<file path="config.mk">
export PLATFORM = sky130hd
export DESIGN_NAME = dmabuf_readout
export DESIGN_NICKNAME = d
export VERILOG_FILES = /design/src/rtl/dmabuf_pkg.sv /design/src/rtl/dmabuf_decode.sv /design/src/rtl/dmabuf_ram.sv /design/src/rtl/dmabuf_ptrs.sv /design/src/rtl/dmabuf_readout.sv
export SDC_FILE = /design/constraint.sdc
export NUM_CORES = 1
export LEC_CHECK = 0
export ABC_CLOCK_PERIOD_IN_PS = 5900
export BUFFER_PORTS_ARGS = -buffer_cell sky130_fd_sc_hd__buf_2
export CAP_MARGIN = 10
export CELL_PAD_IN_SITES_DETAIL_PLACEMENT = 0
export CELL_PAD_IN_SITES_GLOBAL_PLACEMENT = 1
export CORE_MARGIN = 8
export CORE_UTILIZATION = 54
export DETAILED_ROUTE_END_ITERATION = 6
export GPL_TIMING_DRIVEN = 0
export PLACE_DENSITY_LB_ADDON = 0.08
export SLEW_MARGIN = 15
export SYNTH_ARGS = -nofsm -noshare
export SYNTH_HDL_FRONTEND = slang
export SYNTH_HIERARCHICAL = 1
export SYNTH_SLANG_ARGS = --single-unit
</file>
<file path="constraint.sdc">
create_clock -name clk -period 5.9 [get_ports clk]
set_input_delay 1.18 -clock clk [delete_from_list [all_inputs] [get_ports clk]]
set_output_delay 1.18 -clock clk [all_outputs]
set_load 0.05 [all_outputs]
</file>
<file path="src/rtl/dmabuf_pkg.sv">
package dmabuf_pkg;
  typedef enum logic [1:0] {
    RG_NONE    = 2'd0,
    RG_PTR     = 2'd1,
    RG_WIN     = 2'd2,
    RG_WIN_OOR = 2'd3
  } region_e;

  localparam logic [11:0] PTR_OFS = 12'h040;
endpackage

</file>
<file path="src/rtl/dmabuf_decode.sv">
module dmabuf_decode
  import dmabuf_pkg::*;
#(
  parameter int DEPTH = 16,
  parameter int IDX_W = $clog2(DEPTH)
) (
  input  logic [11:0]      paddr,
  output region_e          region,
  output logic [IDX_W-1:0] idx
);
  logic [8:0] word;

  always_comb begin
    word   = paddr[10:2];
    idx    = word[IDX_W-1:0];
    region = RG_NONE;
    if (paddr[11]) begin
      region = (32'(word) < DEPTH) ? RG_WIN : RG_WIN_OOR;
    end else if (paddr[11:2] == PTR_OFS[11:2]) begin
      region = RG_PTR;
    end
  end
endmodule

</file>
<file path="src/rtl/dmabuf_ram.sv">
module dmabuf_ram #(
  parameter int DEPTH  = 16,
  parameter int DATA_W = 32,
  parameter int IDX_W  = $clog2(DEPTH)
) (
  input  logic              clk,
  input  logic              we,
  input  logic [IDX_W-1:0]  waddr,
  input  logic [DATA_W-1:0] wdata,
  input  logic              re,
  input  logic [IDX_W-1:0]  raddr,
  output logic [DATA_W-1:0] rdata
);
  logic [DATA_W-1:0] store [DEPTH];

  always_ff @(posedge clk) begin
    if (we) store[waddr] <= wdata;
  end

  always_ff @(posedge clk) begin
    if (re) rdata <= store[raddr];
  end
endmodule

</file>
<file path="src/rtl/dmabuf_ptrs.sv">
module dmabuf_ptrs #(
  parameter int IDX_W = 4
) (
  input  logic             clk,
  input  logic             rst,
  input  logic             adv_wr,
  input  logic             adv_rd,
  output logic [IDX_W-1:0] wr_pos,
  output logic [IDX_W-1:0] rd_pos
);
  always_ff @(posedge clk) begin
    if (rst) begin
      wr_pos <= '0;
      rd_pos <= '0;
    end else begin
      if (adv_wr) wr_pos <= wr_pos + 1'b1;
      if (adv_rd) rd_pos <= rd_pos + 1'b1;
    end
  end
endmodule

</file>
<file path="src/rtl/dmabuf_readout.sv">
module dmabuf_readout
  import dmabuf_pkg::*;
#(
  parameter int DEPTH  = 16,
  parameter int DATA_W = 32
) (
  input  logic              clk,
  input  logic              rst,
  input  logic              psel,
  input  logic              penable,
  input  logic              pwrite,
  input  logic [11:0]       paddr,
  output logic [DATA_W-1:0] prdata,
  output logic              pslverr,
  input  logic              eng_idle,
  input  logic              eng_enable,
  input  logic              fill_we,
  input  logic [DATA_W-1:0] fill_data,
  input  logic              drain_re
);
  localparam int IDX_W = $clog2(DEPTH);
  localparam int WPTR_LSB = 16;

  region_e           dec_region;
  logic [IDX_W-1:0]  dec_idx;
  logic [IDX_W-1:0]  wr_ptr;
  logic [IDX_W-1:0]  rd_ptr;
  logic [DATA_W-1:0] ram_q;
  logic [DATA_W-1:0] ptr_word;
  logic              rd_setup;
  logic              permit;
  logic              is_win;

  region_e           resp_region;
  logic              resp_deny;
  logic [DATA_W-1:0] resp_ptr;

  assign rd_setup = psel & ~penable & ~pwrite;
  assign permit   = eng_idle & ~eng_enable;
  assign is_win   = (dec_region == RG_WIN) || (dec_region == RG_WIN_OOR);

  dmabuf_decode #(.DEPTH(DEPTH), .IDX_W(IDX_W)) u_dec (
    .paddr  (paddr),
    .region (dec_region),
    .idx    (dec_idx)
  );

  dmabuf_ptrs #(.IDX_W(IDX_W)) u_ptrs (
    .clk    (clk),
    .rst    (rst),
    .adv_wr (fill_we),
    .adv_rd (drain_re),
    .wr_pos (wr_ptr),
    .rd_pos (rd_ptr)
  );

  dmabuf_ram #(.DEPTH(DEPTH), .DATA_W(DATA_W), .IDX_W(IDX_W)) u_ram (
    .clk   (clk),
    .we    (fill_we),
    .waddr (wr_ptr),
    .wdata (fill_data),
    .re    (rd_setup && dec_region == RG_WIN && permit),
    .raddr (dec_idx),
    .rdata (ram_q)
  );

  always_comb begin
    ptr_word = '0;
    ptr_word[IDX_W-1:0] = rd_ptr;
    ptr_word[WPTR_LSB +: IDX_W] = wr_ptr;
  end

  always_ff @(posedge clk) begin
    if (rst) begin
      resp_region <= RG_NONE;
      resp_deny   <= 1'b0;
      resp_ptr    <= '0;
    end else if (rd_setup) begin
      resp_region <= dec_region;
      resp_deny   <= is_win && !permit;
      resp_ptr    <= ptr_word;
    end else begin
      resp_region <= RG_NONE;
      resp_deny   <= 1'b0;
      resp_ptr    <= '0;
    end
  end

  always_comb begin
    prdata = '0;
    if (resp_region == RG_WIN && !resp_deny) prdata = ram_q;
    else if (resp_region == RG_PTR)          prdata = resp_ptr;
  end

  assign pslverr = resp_deny;
endmodule

</file>
---- Yosys cells after proc, flatten, opt, wreduce, memory -nomap -nowiden ----
Memories as Yosys holds them, arrays and structs flattened. A register that Yosys moved wholly into a read port is not among the register bits.
Cells that the tools add are included.
storage, ports and cells
  register bits after elaboration ......... 43
  bits of input ports ..................... 53
  bits in writable memories ............... 512
  memories ................................ 1
memory list
  memory       depth  bits a word  read ports  clocked after memory_dff  wr ports  line              RTL
  u_ram.store  16     32           1           1                         1         dmabuf_ram.sv:14  logic [DATA_W-1:0] store [DEPTH];
operators by class
  equality and inequality tests ........... 5
  multiplexer cells ....................... 7
  $lt $le $gt $ge ......................... 1
  reductions and logical operators ........ 8
  add/subtract/negate cells ............... 2
  bitwise logic cells ..................... 7
operators with widths
  cell                                                                  count
  32-bit two-way mux                                                    2
  10-bit by 5-bit == test with 1-bit output, second input constant      1
  9-bit by 5-bit < comparator with 1-bit output, second input constant  1
  4-bit by 1-bit adder with 4-bit output, second input constant         2
  2-bit == test, second input constant                                  3
  1-bit logical AND                                                     4
  1-bit two-way mux                                                     4
  1-bit inverter                                                        4
  1-bit AND                                                             3
  2-bit by 1-bit == test with 1-bit output, second input constant       1
  1-bit logical NOT                                                     2
  2-bit two-way mux                                                     1
  2-bit OR reduction                                                    1
  1-bit logical OR                                                      1

---- Logic depth before layout (Yosys ltp) ----
Gate-level depths: netlist of run 1.
  depth after elaboration ................. 6
  depth in mapped cells ................... 6
  gate-level depth less buffers ........... 4

---- Hierarchy ----
The synthesis of run 1 kept the hierarchy.
modules (own cells, without submodules)
  module          cells an instance  area each (um^2)  times used  seq. area each (um^2)
  dmabuf_ram      838                20174.3           1           16335.7
  dmabuf_readout  67                 633.1             1           220.2
  dmabuf_ptrs     33                 362.8             1           160.2
  dmabuf_decode   10                 78.8              1           0.0

---- Worst setup path after synthesis of run 1 ----
Ideal clock, no wire load.
  path kind ............................... input port to flip-flop
  from .................................... input paddr[9]
  to ...................................... register u_ram.rdata[0] (read register of u_ram.store), enable pin
  data required time ...................... 5398 ps
  path buffers ............................ 0
  data arrival time ....................... 4715 ps
  setup slack ............................. 683 ps
  stages .................................. 3
  path through ............................ nor4_4 -> a21oi_1 -> nor4bb_1
between the ends
  cells in the longest elaborated chain, start to end .. 6
  elaborated cells on any way between the ends .. 8
  those cells by class .................... 1 x order compare; 2 x eq/ne; 3 x mux; 2 x reduce/logical
RTL lines
  item                                                                                                               line                                      RTL
  start: declaration                                                                                                 dmabuf_readout.sv:12                      input logic [11:0] paddr,
  9-bit by 5-bit < comparator with 1-bit output / 10-bit by 5-bit == test with 1-bit output (equally long branches)  dmabuf_decode.sv:18, dmabuf_decode.sv:19
  1-bit two-way mux, on equally long branches                                                                        dmabuf_decode.sv:18, dmabuf_decode.sv:19
  2-bit two-way mux (*)                                                                                              dmabuf_decode.sv:17                       if (paddr[11]) begin
  named net dec_region[0]                                                                                            dmabuf_readout.sv:24                      region_e dec_region;
  2-bit == test (*)                                                                                                  dmabuf_readout.sv:62                      .re (rd_setup && dec_region == RG_WIN && permit),
  1-bit logical AND (*) (2 in a row)                                                                                 dmabuf_readout.sv:62
  end: declaration                                                                                                   dmabuf_ram.sv:12                          output logic [DATA_W-1:0] rdata
Mark *: on every way through the listed nets, which the timed path passes. The rest lies on a longest branch.
A chain may end at the register's enable or synchronous reset.

---- Worst setup path in the final report of run 1 ----
  from .................................... register resp_region[1]
  to ...................................... output prdata[20]
between the ends
  cells in the longest elaborated chain, start to end .. 3
  elaborated cells on any way between the ends .. 5
  those cells by class .................... 2 x eq/ne; 2 x mux; 1 x reduce/logical
RTL lines
  item                                                                              line                                        RTL
  start: declaration                                                                dmabuf_readout.sv:34                        region_e resp_region;
  start signal: assignment                                                          dmabuf_readout.sv:79                        resp_region <= dec_region;
  2-bit by 1-bit == test with 1-bit output / 2-bit == test (equally long branches)  dmabuf_readout.sv:92, dmabuf_readout.sv:91
  32-bit two-way mux / 1-bit logical AND (equally long branches)                    dmabuf_readout.sv:92, dmabuf_readout.sv:91
  32-bit two-way mux (*)                                                            dmabuf_readout.sv:91                        if (resp_region == RG_WIN && !resp_deny) prdata = ram_q;
  end: declaration                                                                  dmabuf_readout.sv:13                        output logic [DATA_W-1:0] prdata,
Mark *: on every way between the ends. The rest lies on a longest branch, timed or not.

==> metrics.txt, run 1 <==
Int Pwr=approximately 6.6 mW; Net Count, Synth=1003; WL/cell=approximately 28 um; Die H=around 210 um; layout net count=between 1000 and 1500; vias in the first global route=~11000; top layer reached by signal wires=met4; Setup WS pre-CTS=between 2 and 2.5 ns; share of cells above drive strength 1=31.62%; reg2reg path depth=4; register share of total power=about 54%; Seq/Total Area, Yosys=roughly four fifths; PD cells=between 300 and 400 nW/um^2; IR drop worst, VDD=0.2744 mV; H-tree Lvls=2; ant diodes=0; fin crit period=~3.3 ns; transition time of the tightest slew-check pin=1.069 ns; worst path arrival time=about 2.1 ns; crit-path max cell delay=around 0.45 ns; critical path cell sequence=nor3b_4, buf_6, and2_1, buf_2; yosys warns=6; clock-pin slew on the worst setup and hold paths=about 0.06 ns; Switching Share=between 10% and 20%; register bit total from synthesis=roughly 560; clk_lat worst skew=about 0.59 ns; IO Pins=86; wire length on met1=19580 um; Fin Setup TNS=0 ns; overall power=8.259 mW; Post-DRT Antenna Nets=0; Syn Inst Count=approximately 950; CP max stage cell=nor3b_4; RSZ-0062 raised after global routing=no; Hold Vio Cnt, Final=0; syn avg cell area=around 22 um^2; Clock Tree Root=clkbuf_16; R2R Setup Slk=roughly 3.4 ns; Hold Buf Count CTS=0; routability cong.=roughly 0.74; Clock power frac=41.4%; post-cts resize count=0; Die Area=45950 um^2; Final period util=a little under three fifths; # clock sinks=between 500 and 600; Worst Hold Path Cells=1; HPWL after DPL=30120 um; WL met2=23380 um; postcts setup bufs=0; Die Span X=roughly 210 um; initial antenna violation count=1; area of the core=38740 um^2; startpoint class of the critical path=register; Yosys cell types=34; Syn Std Cell Area=21250 um^2; P_sw=~1.6 mW; crit end category=output pin; TritonCTS buffer count=56; Worst Path Max Fanout=10; Setup Skew=~0.015 ns; GRT overflow=0; status=finished, final reports clean; vias per cell=around 6.0; maximum clock path buffer count=3; most frequent cells in the layout=edfxtp_1 (544), mux4_2 (128), buf_2 (90); drt total wl=46650 um; first-pass GRT wire length=~69000 um; First-pass DRT Iterations=4; Syn-to-layout area delta=16.40%; Max Cap Viol=0; Fmax achieved=a little over 0.3 GHz; headroom to the max-slew limit=28.72%; initial drt markers=666; crit path kind=reg -> out; Gate power share=4.7%; I/O Buffers=83; detailed-route via count=around 10000; DRC=0; leak pwr=between 8 and 9 nW; fin. max-slew vios=0; Final Setup Violations=0; std cell rows=72; Hold Crit Class=reg -> reg; leading cell type in the layout, fill and taps excluded=edfxtp_1; combined global-route utilization of all metal layers=~20%; CP required=~4.7 ns; Final Worst Setup Slack=2.601 ns; largest net degree at the start of global routing=20; Core Util, Final=63.85%; Initial Util=a little over half; Hold Slack=~0.5 ns; met3 WL=between 2000 and 3000 um; TritonCTS clock tree=done
[stage by stage]
| step | area, um^2 | std cells |
|---|---|---|
| after floorplan | 21250 | 948 |
| after global placement | 22310 | 1549 |
| after detailed placement | 22970 | 1583 |
| after CTS | 24730 | 1685 |
| after global routing | 24730 | 1685 |
| final | 24730 | 1685 |
[flip-flops by register name (all words and copies together), names as in the netlist]
name,cells
u_ram/store,512
u_ram/rdata,32
resp_ptr,8
u_ptrs/rd_pos,4
u_ptrs/wr_pos,4
resp_region,2
pslverr,1
[metal layers]
metal	GRT usage [%]	up-vias
met5	0	-
met4	5.073	0
met3	4.471	64
met2	33.93	293
met1	27.17	5360
li1	-	4337
[cells in the mapped netlist]
| master | count | share of area, % |
|---|---|---|
| nor3_1 | 4 | 0.094 |
| inv_1 | 2 | 0.035 |
| nand4_2 | 2 | 0.12 |
| clkbuf_1 | 17 | 0.30 |
| ha_1 | 2 | 0.12 |
| nand3b_1 | 4 | 0.14 |
| a22oi_1 | 64 | 2.3 |
| buf_1 | 9 | 0.16 |
| nor4bb_1 | 1 | 0.047 |
| buf_2 | 7 | 0.16 |
| and2_1 | 35 | 1.0 |
| mux2i_1 | 2 | 0.094 |
| nand2b_1 | 3 | 0.088 |
| nor3b_1 | 1 | 0.035 |
| a21oi_1 | 4 | 0.094 |
| buf_4 | 17 | 0.60 |
| a21bo_2 | 2 | 0.094 |
| mux4_2 | 128 | 14 |
| nor3b_4 | 1 | 0.088 |
| nor4_1 | 1 | 0.029 |
| xnor2_1 | 2 | 0.082 |
| mux2_4 | 2 | 0.14 |
| nor4b_2 | 1 | 0.071 |
| edfxtp_1 | 544 | 77 |
| buf_6 | 4 | 0.21 |
| dfxtp_1 | 19 | 1.8 |
| or3b_2 | 1 | 0.041 |
| nor2_1 | 19 | 0.34 |
| nor2b_1 | 6 | 0.18 |
| nand3_1 | 1 | 0.024 |
| and3_1 | 1 | 0.029 |
| nand2_1 | 33 | 0.58 |
| a32o_1 | 8 | 0.38 |
| nor4_4 | 1 | 0.10 |
[power groups by stage]
stage / Sequential (mW) / Clock [mW] / Combinational [mW]
after floorplan: 4.53 / 0 / 0.220
after global placement: 4.54 / 0 / 0.369
after detailed placement: 4.54 / 0 / 0.394
after CTS: 4.45 / 3.49 / 0.396
after global routing: 4.45 / 3.64 / 0.419
final: 4.45 / 3.42 / 0.389
[worst max-delay path: cells and delay by family, from the launching register on]
family,cells,cell delay [ns]
buf+inv,2,0.52
flops,1,0.35
simple gates,2,0.66
[cells by family (layout without fill, tap and decap cells)]
logic type | Yosys count | count (layout) | share of synthesized area, %
simple gates | 115 | 115 | 3.033
mux | 132 | 132 | 13.80
xor+xnor | 2 | 2 | 0.08245
compound gates | 78 | 78 | 2.826
fa+ha+maj | 2 | 2 | 0.1177
buf+inv | 56 | 275 | 1.472
flops | 563 | 563 | 78.67
[final timing paths]
| kind | start | to |
|---|---|---|
| worst max-delay path | resp_region[1] | prdata[20] |
| worst min-delay path | u_ptrs/rd_pos[3] | resp_ptr[3] |
| worst max register to register | u_ptrs/wr_pos[2] | u_ram/store[0][10] |
| worst min register to register | u_ptrs/rd_pos[3] | resp_ptr[3] |
[layout make-up]
type | count | area (um^2)
Tap cell | 518 | 648.1
Multi-Input combinational cell | 329 | 4345
Buffer | 54 | 305.3
Clock buffer | 75 | 1494
Sequential cell | 563 | 16720
Fill cell | 2696 | 14000
Timing Repair Buffer | 117 | 950.9
Clock inverter | 27 | 266.5
Inverter | 2 | 7.507
No activity file was read; power rests on OpenSTA's default activity.
==> inputs of run 2 (changes only) <==
- ABC_CLOCK_PERIOD_IN_PS: 5900 -> 3200
- clock period: 5.9 -> 3.2 ns (I/O delays scaled with it)
==> metrics.txt, run 2 (synthesis results as in run 1) <==
routability cong.=0.7271 (was 0.7388); layout net count=1172 (was 1178); DRC=0 (unchanged); Hold Buf Count CTS=0 (unchanged); IR drop worst, VDD=0.4006 mV (was 0.2744 mV); top flop regs=u_ram/store x512, u_ram/rdata x32, resp_ptr x8 (unchanged); I/O Buffers=83 (unchanged); GRT overflow=0 (unchanged); Die Area=45950 um^2 (unchanged); leading cell type in the layout, fill and taps excluded=edfxtp_1 (unchanged); IO Pins=86 (unchanged); R2R Setup Slk=0.68 ns (was 3.40 ns); area of the core=38740 um^2 (unchanged); share of cells above drive strength 1=31.38% (was 31.62%); largest net degree at the start of global routing=21 (was 20); Reg2Reg Capture Point=u_ram/store[7][10] (was u_ram/store[0][10]); worst r2r src=u_ptrs/wr_pos[0] (was u_ptrs/wr_pos[2]); Hold Slack=0.3827 ns (was 0.4919 ns); TritonCTS clock tree=done (unchanged); initial antenna violation count=2 (was 1); Largest register FFs=512 (unchanged); hold endpoint=resp_region[1] (was resp_ptr[3]); overall power=14.77 mW (was 8.259 mW); crit end category=output pin (unchanged); RSZ-0062 raised after global routing=no (unchanged); vias per cell=6.150 (was 5.967); transition time of the tightest slew-check pin=1.000 ns (was 1.069 ns); Initial Util=54.85% (unchanged); Reg with most FFs=u_ram/store (unchanged); CP top delay family=simple AND/OR/NAND/NOR gates (unchanged); critical path cell sequence=nor3b_4, buf_6, and2_1, buf_2 (unchanged); Post-DRT Antenna Nets=0 (unchanged); # clock sinks=563 (unchanged); Final Worst Setup Slack=0.4675 ns (was 2.601 ns); Levels on crit path=4 (unchanged); FF/Latch Area=16720 um^2 (unchanged); Setup WS pre-CTS=0.2045 ns (was 2.292 ns); crit path kind=reg -> out (unchanged); leak pwr=8.027 nW (was 8.126 nW); vias in the first global route=10690 (was 10600); most frequent cells in the layout=edfxtp_1 (544), mux4_2 (128), buf_2 (90) (unchanged); Final Setup Violations=0 (unchanged); # fillers=2699 (was 2696); H-tree Lvls=2 (unchanged); Setup Skew=0.02050 ns (was 0.01474 ns); worst path arrival time=2.09 ns (was 2.12 ns); fin. max-slew vios=0 (unchanged); Syn-to-layout area delta=15.79% (was 16.40%); Final period util=85.39%; combined global-route utilization of all metal layers=21.51% (was 20.33%); Fmax achieved=approximately 0.37 GHz; post-cts resize count=0 (unchanged); First-pass DRT Iterations=5 (was 4); fin crit period=2.733 ns; worst path buffer plus inverter count=2 (unchanged); Multi-input gate area=4370 um^2 (was 4345 um^2); hold_sp=paddr[11] (was u_ptrs/rd_pos[3]); drt total wl=49380 um (was 46650 um); clk_lat worst skew=0.60 ns (was 0.59 ns); headroom to the max-slew limit=33.32% (was 28.72%); Worst Hold Path Cells=3 (was 1); startpoint class of the critical path=register (unchanged); status=finished, final reports clean (unchanged); CP required=2.56 ns (was 4.72 ns); ant diodes=0 (unchanged); detailed-route via count=10320 (was 10050); HPWL after DPL=30910 um (was 30120 um); Worst Path Max Fanout=10 (unchanged); Hold Vio Cnt, Final=0 (unchanged); reg2reg path depth=3 (was 4); CP max stage cell=nor3b_4 (unchanged); crit-path max cell delay=0.45 ns (about the same); maximum clock path buffer count=3 (unchanged); first-pass GRT wire length=71930 um (was 68910 um); Max Cap Viol=0 (unchanged); TritonCTS buffer count=55 (was 56); WL/cell=29.43 um (was 27.69 um); initial drt markers=1044 (was 666); PD cells=600.5 nW/um^2 (was 333.9 nW/um^2); Clock Tree Root=clkbuf_16 (unchanged); std cell rows=72 (unchanged); Hold Crit Class=in -> reg (was reg -> reg); Die H=214.4 um (unchanged); postcts setup bufs=0 (unchanged); Die Span X=214.4 um (unchanged); clock-pin slew on the worst setup and hold paths=0.06 ns (about the same)
[run 2: cell count changes in the layout (fill, tap and decap cells not counted), moves of 5 or more]
cell       delta
bufinv_16     -5
clkinv_2      +6
buf_12        +6
buf_4        -13
buf_8         +9
[run 2: where the power goes]
| part | leakage (nW) | switching, mW | internal [mW] | total [mW] |
|---|---|---|---|---|
| registers | 5.07 | 0.0347 | 8.18 | 8.21 |
| logic | 2.17 | 0.440 | 0.288 | 0.728 |
| clock network | 0.786 | 2.61 | 3.22 | 5.83 |
[run 2: stage by stage]
stage               util [%]  TNS, ns  cells  instance area [um^2]
finish                 63.51        0   1678                 24600
global route           63.51        0   1678                 24600
CTS                    63.51        0   1678                 24600
detailed placement     59.41        0   1578                 23010
global placement       57.69  -777.22   1549                 22350
floorplan                  -        0    948                 21280
[run 2: worst max path at each step]
stage,startpoint,end,slack [ns]
5_1_grt,resp_region[0],prdata[21],0.32
6_report,resp_region[0],prdata[21],0.47
3_5_place_dp,paddr[3],u_ram/rdata[16],0.20
3_3_place_gp,fill_we,u_ram/store[2][14],-1.80
2_1_floorplan,fill_we,u_ram/store[1][0],0.28
4_1_cts,resp_region[1],prdata[21],0.41
[run 2: cell type report]
class                   instances  area share (%)
plain buffers                  54           1.241
clock buffers                  70           5.823
clock inverters                30          0.6458
inverters                       2         0.03051
multi-input cells             329           17.76
flip-flops and latches        563           67.94
well taps                     518           2.634
repair buffers                112           3.921
[run 2: worst register-to-register path, stage by stage, from the launching register on]
cell and delay [ns]:
dfxtp_1 0.76, nand2_1 0.41, nor2_4 0.76, buf_12 0.28
[run 2: metal layers]
metal,part of all wire (%),track usage (%),wire [um],up-vias
li1,-,-,-,4325
met1,42,30.10,20670,5466
met2,47,33.73,23350,434
met3,7.7,4.062,3804,90
met4,3.1,7.930,1526,4
met5,0.057,0,28,-
==> inputs of run 3 (changes only) <==
- ABC_AREA: default -> 1
- CORE_UTILIZATION: 54 -> 50
==> metrics.txt, run 3 <==
leading cell type in the layout, fill and taps excluded=nand2_1 (was edfxtp_1); crit end category=output pin (unchanged); H-tree Lvls=2 (unchanged); share of cells above drive strength 1=12.47% (was 31.38%); register bit total from synthesis=563 (unchanged); syn avg cell area=10.49 um^2 (was 22.41 um^2); Hold Slack=0.2992 ns (was 0.3827 ns); IO Pins=86 (unchanged); startpoint class of the critical path=register (unchanged); leak pwr=12.02 nW (was 8.027 nW); Clock Tree Root=clkbuf_16 (unchanged); clk_lat worst skew=0.61 ns (was 0.60 ns); std cell rows=80 (was 72); Final Setup Violations=0 (unchanged); crit path kind=reg -> out (unchanged); TritonCTS clock tree=done (unchanged); Setup WS pre-CTS=0.4151 ns (was 0.2045 ns); Die Span X=236.3 um (was 214.4 um); Largest register FFs=512 (unchanged); DRC=0 (unchanged); top flop regs=u_ram/store x512, u_ram/rdata x32, resp_ptr x8 (unchanged); # clock sinks=563 (unchanged); Fin Setup TNS=0 ns (unchanged); Max Cap Viol=0 (unchanged); First-pass DRT Iterations=5 (unchanged); CP required=2.56 ns (about the same); first-pass GRT wire length=102700 um (was 71930 um); drt total wl=69500 um (was 49380 um); yosys warns=6 (unchanged); headroom to the max-slew limit=28.32% (was 33.32%); transition time of the tightest slew-check pin=1.075 ns (was 1.000 ns); status=finished, final reports clean (unchanged); EDFF count, synth=544 (unchanged); routability cong.=0.7994 (was 0.7271); Syn Inst Count=2313 (was 948); clock-pin slew on the worst setup and hold paths=0.06 ns (about the same); I/O Buffers=83 (unchanged); Final period util=77.30% (was 85.39%); largest net degree at the start of global routing=20 (was 21); area of the core=47850 um^2 (was 38740 um^2); initial antenna violation count=0 (was 2); TritonCTS buffer count=59 (was 55); most frequent cells after synthesis=nand2_1 (712), edfxtp_1 (544), inv_1 (436) (was edfxtp_1 (544), mux4_2 (128), a22oi_1 (64)); detailed-route via count=16610 (was 10320); Seq/Total Area, Yosys=68.87% (was 78.67%); Synth area leaders=edfxtp_1 (67%), nand2_1 (11%), nand3_1 (8.0%) (was edfxtp_1 (77%), mux4_2 (14%), a22oi_1 (2.3%)); Worst Path Max Fanout=10 (unchanged); Final Worst Setup Slack=0.7263 ns (was 0.4675 ns); Die H=236.3 um (was 214.4 um); fin. max-slew vios=0 (unchanged); final non-filler cell total=3141 (was 1678); most frequent cell after synthesis=nand2_1 (was edfxtp_1); Yosys cell types=24 (was 34); Reg with most FFs=u_ram/store (unchanged); GRT overflow=0 (unchanged); Yosys top cell by area=edfxtp_1 (unchanged); ys async rst share=0% (unchanged); Fmax achieved=0.4043 GHz (was 0.3660 GHz); postcts setup bufs=0 (unchanged); combined global-route utilization of all metal layers=24.67% (was 21.51%); Initial Util=50.73% (was 54.85%); Multi-input gate area=5249 um^2 (was 4370 um^2); fin crit period=2.474 ns (was 2.733 ns); FF/Latch Area=16720 um^2 (unchanged); Setup Skew=0.01290 ns (was 0.02050 ns); Syn Std Cell Area=24270 um^2 (was 21250 um^2); Hold Crit Class=in -> reg (unchanged); # fillers=4031 (was 2699); Hold Vio Cnt, Final=0 (unchanged); PD cells=554.6 nW/um^2 (was 600.5 nW/um^2); placed instance count=3037 (was 1578); Synth top area share=67.31% (was 76.88%); WL/cell=22.13 um (was 29.43 um); vias in the first global route=16000 (was 10690); vias per cell=5.289 (was 6.150); most frequent cells in the layout=nand2_1 (712), edfxtp_1 (544), inv_1 (436) (was edfxtp_1 (544), mux4_2 (128), buf_2 (90)); Core Util, Final=58.41% (was 63.51%); maximum clock path buffer count=3 (unchanged); HPWL after DPL=46690 um (was 30910 um); RSZ-0062 raised after global routing=no (unchanged); Net Count, Synth=2368 (was 1003); initial drt markers=1541 (was 1044); Hold Buf Count CTS=0 (unchanged); ant diodes=0 (unchanged); layout net count=2538 (was 1172); Top FF cell, synth=edfxtp_1 (unchanged); Die Area=55850 um^2 (was 45950 um^2); worst path arrival time=1.83 ns (was 2.09 ns); Syn-to-layout area delta=15.15% (was 15.79%); IR drop worst, VDD=0.4087 mV (was 0.4006 mV); Post-DRT Antenna Nets=0 (unchanged); post-cts resize count=0 (unchanged)
[run 3: cell count changes after synthesis, sizes merged, moves of 8 or more]
cell   delta
mux4    -128
a32o      -8
a22oi    -64
buf      +63
nand2   +681
and2     -35
nand3   +389
nor2     +53
inv     +437
[run 3: final timing paths]
kind	from	endpoint	slack, ns	depth (start not counted)
setup / recovery	pslverr	prdata[15]	0.73	5
hold / removal	eng_idle	pslverr	0.30	4
setup reg to reg	u_ptrs/wr_pos[2]	u_ram/store[14][18]	1.02	4
hold reg to reg	u_ptrs/rd_pos[3]	resp_ptr[3]	0.45	2
[run 3: stage by stage]
step | total power, mW | area (um^2)
after floorplan | 8.911 | 24270
after global placement | 9.357 | 25460
after detailed placement | 9.415 | 26220
after CTS | 15.62 | 27950
after global routing | 15.98 | 27950
final | 15.50 | 27950
[run 3: critical path, cell delays in order (launching register included)]
cell and delay [ns]:
dfxtp_1 0.33, inv_2 0.17, nand3_4 0.15, buf_6 0.20, nor2_2 0.09, buf_2 0.26
[run 3: area by class of cell]
| type | count | area share, % |
|---|---|---|
| buffer | 114 | 2.785 |
| clock inverter | 33 | 0.7208 |
| inverter | 440 | 5.923 |
| tap | 615 | 2.753 |
| clock buffer | 71 | 5.444 |
| sequential | 563 | 59.81 |
| multi-input combinational | 1196 | 18.78 |
| timing repair buffer | 109 | 3.779 |
[run 3: cells by family after synthesis]
group                    after synthesis  synth area share [%]
AO/OA/AOI/OAI                          6                0.1237
adder cells (fa/ha/maj)                2                0.1031
buffers and inverters                554                 10.03
flip-flops                           563                 68.87
AND/OR/NAND/NOR                     1188                 20.87
[run 3: per-layer routing]
metal	share of wire, %	global-route usage, %	wire, um	up-vias
li1	-	-	-	7779
met1	44	35.25	30530	8082
met2	46	39.15	31780	652
met3	8.3	4.360	5793	100
met4	2.0	5.636	1396	0
met5	0	0	0	-
[run 3: power breakdown]
group          internal [mW]  leakage, nW  switching, mW
clock                   3.50        0.835           2.72
combinational          0.295         6.12          0.780
sequential              8.17         5.07         0.0240
